==> src/rtl/adcwd_pkg.sv <==
package adcwd_pkg;
  localparam int REG_W  = 32;
  localparam int ADDR_W = 8;
  localparam int SEL_W  = 4;

  localparam logic [ADDR_W-1:0] A_FLAGS = 8'h00;
  localparam logic [ADDR_W-1:0] A_MASK  = 8'h01;
  localparam logic [ADDR_W-1:0] A_EN    = 8'h02;
  localparam logic [3:0]        G_THR   = 4'h1;
  localparam logic [3:0]        G_SEL   = 4'h2;

  typedef enum logic [2:0] {
    RG_NONE, RG_FLAGS, RG_MASK, RG_EN, RG_THR, RG_SEL
  } rgroup_e;

  function automatic rgroup_e decode(input logic [ADDR_W-1:0] a);
    if (a == A_FLAGS)        return RG_FLAGS;
    else if (a == A_MASK)    return RG_MASK;
    else if (a == A_EN)      return RG_EN;
    else if (a[7:4] == G_THR) return RG_THR;
    else if (a[7:4] == G_SEL) return RG_SEL;
    else                     return RG_NONE;
  endfunction
endpackage

==> src/rtl/adcwd_regs.sv <==
module adcwd_regs
  import adcwd_pkg::*;
#(
  parameter int NUM_WDG = 6,
  parameter int NUM_CH  = 16,
  parameter int DATA_W  = 12
) (
  input  logic                            clk,
  input  logic                            rst,
  input  logic                            wr,
  input  logic [ADDR_W-1:0]               addr,
  input  logic [REG_W-1:0]                wdata,
  input  logic [2*NUM_WDG-1:0]            flags_i,
  output logic [NUM_WDG-1:0][DATA_W-1:0]  thr_hi_o,
  output logic [NUM_WDG-1:0][DATA_W-1:0]  thr_lo_o,
  output logic [NUM_CH-1:0][SEL_W-1:0]    sel_o,
  output logic [NUM_CH-1:0]               en_o,
  output logic [2*NUM_WDG-1:0]            mask_o,
  output logic [2*NUM_WDG-1:0]            clr_o,
  output logic [REG_W-1:0]                rdata_o
);
  localparam int FW = 2 * NUM_WDG;

  rgroup_e          grp;
  logic [3:0]       idx;
  logic [REG_W-1:0] rd_next;
  logic             unused_wbits;

  assign grp          = decode(addr);
  assign idx          = addr[3:0];
  assign unused_wbits = ^wdata;

  assign clr_o = (wr && grp == RG_FLAGS) ? wdata[FW-1:0] : '0;

  always_ff @(posedge clk) begin
    if (rst) begin
      mask_o <= '0;
      en_o   <= '0;
    end else if (wr) begin
      if (grp == RG_MASK) mask_o <= wdata[FW-1:0];
      if (grp == RG_EN)   en_o   <= wdata[NUM_CH-1:0];
    end
  end

  for (genvar k = 0; k < NUM_WDG; k++) begin : g_thr
    always_ff @(posedge clk) begin
      if (rst) begin
        thr_hi_o[k] <= '1;
        thr_lo_o[k] <= '0;
      end else if (wr && grp == RG_THR && idx == 4'(k)) begin
        thr_lo_o[k] <= wdata[DATA_W-1:0];
        thr_hi_o[k] <= wdata[16 +: DATA_W];
      end
    end
  end

  for (genvar c = 0; c < NUM_CH; c++) begin : g_sel
    always_ff @(posedge clk) begin
      if (rst)
        sel_o[c] <= '0;
      else if (wr && grp == RG_SEL && idx == 4'(c))
        sel_o[c] <= wdata[SEL_W-1:0];
    end
  end

  always_comb begin
    rd_next = '0;
    case (grp)
      RG_FLAGS: rd_next[FW-1:0]     = flags_i;
      RG_MASK:  rd_next[FW-1:0]     = mask_o;
      RG_EN:    rd_next[NUM_CH-1:0] = en_o;
      RG_THR: begin
        for (int k = 0; k < NUM_WDG; k++) begin
          if (idx == 4'(k)) begin
            rd_next[DATA_W-1:0]  = thr_lo_o[k];
            rd_next[16 +: DATA_W] = thr_hi_o[k];
          end
        end
      end
      RG_SEL: begin
        for (int c = 0; c < NUM_CH; c++)
          if (idx == 4'(c)) rd_next[SEL_W-1:0] = sel_o[c];
      end
      default: rd_next = '0;
    endcase
  end

  always_ff @(posedge clk) begin
    if (rst) rdata_o <= '0;
    else     rdata_o <= rd_next;
  end

  // bits above the implemented mask width never show on a mask read
  assert_mask_upper_zero_R6: assert property (@(posedge clk) disable iff (rst)
    (addr == A_MASK) |=> ((rdata_o >> FW) == '0));
endmodule

==> src/rtl/adcwd_cmp.sv <==
module adcwd_cmp
  import adcwd_pkg::*;
#(
  parameter int NUM_WDG = 6,
  parameter int NUM_CH  = 16,
  parameter int DATA_W  = 12,
  parameter int CH_W    = 4
) (
  input  logic                            clk,
  input  logic                            rst,
  input  logic                            conv_done,
  input  logic [CH_W-1:0]                 conv_ch,
  input  logic [DATA_W-1:0]               conv_data,
  input  logic [NUM_WDG-1:0][DATA_W-1:0]  thr_hi_i,
  input  logic [NUM_WDG-1:0][DATA_W-1:0]  thr_lo_i,
  input  logic [NUM_CH-1:0][SEL_W-1:0]    sel_i,
  input  logic [NUM_CH-1:0]               en_i,
  output logic [2*NUM_WDG-1:0]            set_o
);
  logic              s1_v;
  logic [CH_W-1:0]   s1_ch;
  logic [DATA_W-1:0] s1_data;
  logic              ch_ok;
  logic [SEL_W-1:0]  cur_sel;
  logic              cur_en;
  logic              sel_ok;
  logic              active;
  logic [NUM_WDG-1:0] hit_hi;
  logic [NUM_WDG-1:0] hit_lo;

  always_ff @(posedge clk) begin
    if (rst) begin
      s1_v    <= 1'b0;
      s1_ch   <= '0;
      s1_data <= '0;
    end else begin
      s1_v <= conv_done;
      if (conv_done) begin
        s1_ch   <= conv_ch;
        s1_data <= conv_data;
      end
    end
  end

  always_comb begin
    ch_ok   = (int'(s1_ch) < NUM_CH);
    cur_sel = '0;
    cur_en  = 1'b0;
    for (int c = 0; c < NUM_CH; c++) begin
      if (s1_ch == CH_W'(c)) begin
        cur_sel = sel_i[c];
        cur_en  = en_i[c];
      end
    end
    sel_ok = (int'(cur_sel) < NUM_WDG);
    active = s1_v && ch_ok && cur_en && sel_ok;
  end

  for (genvar k = 0; k < NUM_WDG; k++) begin : g_win
    assign hit_hi[k] = active && (cur_sel == SEL_W'(k)) && (s1_data > thr_hi_i[k]);
    assign hit_lo[k] = active && (cur_sel == SEL_W'(k)) && (s1_data < thr_lo_i[k]);
    assign set_o[2*k]   = hit_lo[k];
    assign set_o[2*k+1] = hit_hi[k];
  end

  // one result can only exceed the upper limit of a single watchdog
  assert_single_high_R2: assert property (@(posedge clk) disable iff (rst)
    $onehot0(hit_hi));
  // likewise at most one low violation per result
  assert_single_low_R3: assert property (@(posedge clk) disable iff (rst)
    $onehot0(hit_lo));
  // a captured result from a disabled channel raises nothing
  assert_disabled_quiet_R4: assert property (@(posedge clk) disable iff (rst)
    (s1_v && !cur_en) |-> (set_o == '0));
  // an out-of-range select raises nothing
  assert_bad_select_quiet_R5: assert property (@(posedge clk) disable iff (rst)
    (s1_v && int'(cur_sel) >= NUM_WDG) |-> (set_o == '0));
endmodule

==> src/rtl/adcwd_flags.sv <==
module adcwd_flags #(
  parameter int NUM_WDG = 6
) (
  input  logic                 clk,
  input  logic                 rst,
  input  logic [2*NUM_WDG-1:0] set_i,
  input  logic [2*NUM_WDG-1:0] clr_i,
  input  logic [2*NUM_WDG-1:0] mask_i,
  output logic [2*NUM_WDG-1:0] flags_o,
  output logic                 irq_o
);
  always_ff @(posedge clk) begin
    if (rst) begin
      flags_o <= '0;
      irq_o   <= 1'b0;
    end else begin
      flags_o <= (flags_o & ~clr_i) | set_i;
      irq_o   <= |(flags_o & mask_i);
    end
  end

  // without a clear, no flag ever drops
  assert_sticky_R7: assert property (@(posedge clk) disable iff (rst)
    (clr_i == '0) |=> ((flags_o & $past(flags_o)) == $past(flags_o)));
  // a set bit is present after the edge even if cleared on it
  assert_set_wins_R7: assert property (@(posedge clk) disable iff (rst)
    (set_i != '0) |=> ((flags_o & $past(set_i)) == $past(set_i)));
  // interrupt follows the masked flags one clock later
  assert_irq_low_R8: assert property (@(posedge clk) disable iff (rst)
    ((flags_o & mask_i) == '0) |=> !irq_o);
  assert_irq_high_R8: assert property (@(posedge clk) disable iff (rst)
    ((flags_o & mask_i) != '0) |=> irq_o);
endmodule

==> src/rtl/adcwd_unit.sv <==
module adcwd_unit
  import adcwd_pkg::*;
#(
  parameter int NUM_WDG = 6,
  parameter int NUM_CH  = 16,
  parameter int DATA_W  = 12,
  parameter int CH_W    = 4
) (
  input  logic                   clk,
  input  logic                   rst,
  input  logic                   conv_done,
  input  logic [CH_W-1:0]        conv_ch,
  input  logic [DATA_W-1:0]      conv_data,
  input  logic                   reg_wr,
  input  logic [ADDR_W-1:0]      reg_addr,
  input  logic [REG_W-1:0]       reg_wdata,
  output logic [REG_W-1:0]       reg_rdata,
  output logic [2*NUM_WDG-1:0]   wdg_flags,
  output logic                   irq
);
  localparam int FW = 2 * NUM_WDG;

  logic [NUM_WDG-1:0][DATA_W-1:0] thr_hi;
  logic [NUM_WDG-1:0][DATA_W-1:0] thr_lo;
  logic [NUM_CH-1:0][SEL_W-1:0]   sel;
  logic [NUM_CH-1:0]              en;
  logic [FW-1:0]                  mask;
  logic [FW-1:0]                  clr;
  logic [FW-1:0]                  set;

  adcwd_regs #(.NUM_WDG(NUM_WDG), .NUM_CH(NUM_CH), .DATA_W(DATA_W)) u_regs (
    .clk(clk), .rst(rst), .wr(reg_wr), .addr(reg_addr), .wdata(reg_wdata),
    .flags_i(wdg_flags), .thr_hi_o(thr_hi), .thr_lo_o(thr_lo), .sel_o(sel),
    .en_o(en), .mask_o(mask), .clr_o(clr), .rdata_o(reg_rdata)
  );

  adcwd_cmp #(.NUM_WDG(NUM_WDG), .NUM_CH(NUM_CH), .DATA_W(DATA_W), .CH_W(CH_W)) u_cmp (
    .clk(clk), .rst(rst), .conv_done(conv_done), .conv_ch(conv_ch),
    .conv_data(conv_data), .thr_hi_i(thr_hi), .thr_lo_i(thr_lo),
    .sel_i(sel), .en_i(en), .set_o(set)
  );

  adcwd_flags #(.NUM_WDG(NUM_WDG)) u_flags (
    .clk(clk), .rst(rst), .set_i(set), .clr_i(clr), .mask_i(mask),
    .flags_o(wdg_flags), .irq_o(irq)
  );
endmodule

==> config.mk <==
export PLATFORM = sky130hd
export DESIGN_NAME = adcwd_unit
export DESIGN_NICKNAME = d
export VERILOG_FILES = /design/src/rtl/adcwd_pkg.sv /design/src/rtl/adcwd_regs.sv /design/src/rtl/adcwd_cmp.sv /design/src/rtl/adcwd_flags.sv /design/src/rtl/adcwd_unit.sv
export SDC_FILE = /design/constraint.sdc
export NUM_CORES = 1
export LEC_CHECK = 0
export CAP_MARGIN = 5
export CORE_ASPECT_RATIO = 1.4
export CORE_MARGIN = 4
export CORE_UTILIZATION = 48
export DETAILED_ROUTE_END_ITERATION = 16
export PLACE_DENSITY = 0.67
export SYNTH_ARGS = -nofsm -noshare
export SYNTH_HDL_FRONTEND = slang
export SYNTH_HIERARCHICAL = 1
export SYNTH_SLANG_ARGS = --single-unit
==> constraint.sdc <==
create_clock -name clk -period 2.7 [get_ports clk]
set_input_delay 0.405 -clock clk [delete_from_list [all_inputs] [get_ports clk]]
set_output_delay 0.405 -clock clk [all_outputs]
set_load 0.03 [all_outputs]
==> impl_metrics.toml <==
[sta]
setup_viol_count_final = 0
slew_violations = 0
period_share_pct = 97.28
max_freq_ghz = 0.3807
finalHoldViolations = 0
post-route-min-period_ns = 2.627
worst_hold_slack_ns = 0.2818
tightest_slew_ns = 0.9239
rsz0062_at_grt = "false"
clock_skew_ns = 0.02327
relSlewSlack_pct = 37.88

[power]
seqPwrFrac_pct = 45.1
switchingPower_uw = 2591
switching_share_pct = 26.56
leakage_uw = 0.008627
ir_worst_vdd_mv = 0.4968
clkPwrFrac_pct = 43.1
power_frac_comb_pct = 11.8
cell_internal_pwr_uw = 7162
p_per_area_nw_per_um2 = 479.8

[worst_setup_path]
endpoint_kind = "flop"
reg2regPathDepth = 8
critPathTopFamily = "compound AO/OA/AOI/OAI gates"
reg2reg_to = "u_flags/flags_o[2]$_SDFF_PP0_"
cp_slowest_stage_delay_ns = 0.68
cp.required_ns = 3.20
cp_num_buf_inv = 0
startpoint = "u_cmp/s1_data[3]$_SDFFE_PP0P_"
crit_top_cell = "a211oi_1"
cp.arrival_ns = 3.13
crit_fanout = 10
crit_path_top_delay_cell = "dfxtp_1"
cp_cell_sequence = "ha_1, a21boi_0, o21ai_0, a211oi_1, a211oi_1, nor4b_1, a21oi_1, nor2_1"
worstSetupPathType = "flop to flop"
crit_cells = 8
worst_setup_path_start_kind = "flop"
endpoint = "u_flags/flags_o[2]$_SDFF_PP0_"
reg2reg_from = "u_cmp/s1_data[3]$_SDFFE_PP0P_"
rrSetupSlack_ns = 0.07

[job]
cap_viol_max_count = 0

[clock_network]
cts_tree = "yes"
clk_pin_slew_ns = 0.06
clockBufferDepth = 3
cts_root_buf = "clkbuf_16"
cts.sinks = 294
htreeDepth = 1
cts_made_buffers = 31
clkLatencyLatePin_ns = 0.59
holdBufCountCts = 0

[status]
status = "finished, final reports clean"

[floorplanning]
die_w_um = 168.7
design.core.area_um2 = 35810
fp.dieH_um = 233.0
io_pins = 105
die-area_um2 = 39320
num_rows = 82
initial_utilization_pct = 48.48

[yosys]
synth_area_per_cell_um2 = 7.891
synth_edf_count = 0
yosysUniqueCellTypes = 89
yosysWarnings = 6
synth-seq-cells = 294
ys_seq_area_share_pct = 33.90
synth_area_um2 = 17360
async_reset_ff_share_pct = 0
ys.flop_type = "dfxtp_1"
synthCells = 2200

[routing]
via_per_inst = 5.920
highest_layer = "met4"
routedWlPerCell_um = 21.53
wl_met2_um = 29230
antenna_left = 0
m1WireLength_um = 23360
vias = 16490
totalWireLength_um = 59970
drt_iter0_drc = 1470
wl_met3_um = 3468
drcViolationCount = 0
firstDrtPassIters = 5

[final_layout]
syn2layout_area_growth_pct = 17.09
insertedDiodeCount = 0
drive_gt1_share_pct = 10.03
fin_cells = 2785
nets = 2498

[grt]
antenna_found_initial = 0
grt_pass1_wl_um = 92270
grt_overflow = 0
grt_pass1_vias = 16210
grt_max_degree = 120
grt_usage_pct = 29.77

[placement]
routabilityCongestion = 0.9497
port_buffers = 96
dp_hpwl_um = 43720
post-place-cells = 2729

[hold_path]
whs_path_depth = 2
hp-class = "input pin to flop"
[cells in the mapped netlist, drive strengths merged (29+ instances only)]
library cell,n,share of area [%]
nand2,480,10
dfxtp,294,34
a21oi,204,5.9
inv,157,3.4
ha,138,9.9
nor2,94,2.1
mux2i,89,5.1
buf,80,2.9
nand3,77,2.4
nand3b,77,3.3
clkbuf,76,1.7
o21ai,51,1.5
a22oi,29,1.3
[area by class of cell]
type                            count  area (um^2)
Clock buffer                       44        914.6
Clock inverter                     12        73.82
Fill cell                        3242        15480
Inverter                          158        593.1
Multi-Input combinational cell   1595        10120
Sequential cell                   294         5891
Tap cell                          462        578.1
Timing Repair Buffer              220         2152
[worst reg2reg max path: stages, from the launching register on]
cell      delay, ns
dfxtp_1        0.68
ha_1           0.34
a21boi_0       0.12
o21ai_0        0.36
a211oi_1       0.13
a211oi_1       0.40
nor4b_1        0.34
a21oi_1        0.07
nor2_1         0.10
[through the flow]
stage	util [%]	setup WS (ns)	power [uW]	TNS [ns]	area [um^2]
after global routing	56.77	0.01890	10040	0	20330
final	56.77	0.07338	9753	0	20330
after global placement	53.99	-0.04091	5605	-0.1802	19330
after floorplan	-	0.6216	5147	0	17370
after detailed placement	53.99	-0.06025	5622	-0.5289	19330
after CTS	56.75	0.1375	9795	0	20320
[timing repair]
| item | in CTS | in global routing |
|---|---|---|
| endpoints found under the setup margin | 1 | 2 |
| resized for setup | 1 | 2 |
| setup buffers | 0 | 0 |
[power by group through the flow]
stage	clock (uW)	sequential [uW]	combinational, uW
5_1_grt	4410	4400	1240
2_1_floorplan	0	4500	652
4_1_cts	4260	4400	1130
3_3_place_gp	0	4490	1110
3_5_place_dp	0	4500	1130
6_report	4200	4400	1150
[sequential cells by signal, indices dropped and copies added (netlist names)]
signal,count
u_regs/mask_o,12
u_cmp/s1_v,1
u_regs/rdata_o,28
u_flags/irq_o,1
u_flags/flags_o,12
u_regs/en_o,16
u_cmp/s1_data,12
u_cmp/s1_ch,4
u_regs/thr_lo_o,72
u_regs/sel_o,64
u_regs/thr_hi_o,72
[worst min-delay path by stage]
stage | start | end
after floorplan | u_regs/sel_o[56]$_SDFFE_PP0P_ | u_regs/sel_o[56]$_SDFFE_PP0P_
after global placement | u_regs/thr_lo_o[24]$_SDFFE_PP0P_ | u_regs/thr_lo_o[24]$_SDFFE_PP0P_
after detailed placement | u_regs/thr_lo_o[24]$_SDFFE_PP0P_ | u_regs/thr_lo_o[24]$_SDFFE_PP0P_
after CTS | rst | u_regs/sel_o[63]$_SDFFE_PP0P_
after global routing | rst | u_regs/sel_o[63]$_SDFFE_PP0P_
final | rst | u_regs/en_o[5]$_SDFFE_PP0P_
[kinds of logic (layout without fill, tap and decap cells)]
logic type | count (synthesis) | after routing | synth area share, %
compound gates | 478 | 478 | 17.61
fa+ha+maj | 138 | 138 | 9.946
buf+inv | 314 | 434 | 7.964
flops | 294 | 294 | 33.90
mux | 104 | 104 | 6.364
other cells | 1 | 4 | 0.02160
simple gates | 871 | 871 | 24.19
[routing by layer]
layer,track usage (%),up-vias
met4,17.05,0
met2,51.58,649
li1,-,7833
met5,0,-
met1,35.67,7799
met3,3.144,205
[layout by cell type (no fill, tap or decap), types with 6 or more instances in the layout]
cell type,instances
a211oi_1,26
a21o_1,16
a21oi_1,203
a222oi_1,8
a22oi_1,29
a2bb2oi_1,7
a31oi_1,25
and3_1,15
buf_12,21
buf_4,103
clkbuf_16,31
clkbuf_8,9
clkdlybuf4s50_1,93
clkinv_2,8
dfxtp_1,290
ha_1,138
inv_1,156
mux2_2,9
mux2i_1,89
nand2_1,478
nand2b_1,23
nand3_1,71
nand3_2,6
nand3b_1,77
nand4_1,19
nor2_1,88
nor2b_1,25
nor3_1,14
nor3_4,7
nor4_1,10
o211ai_1,12
o21a_1,13
o21ai_0,47
o22ai_1,9
o2bb2ai_1,15
o31ai_1,10
or3_1,6
No activity file was read; power rests on OpenSTA's default activity.
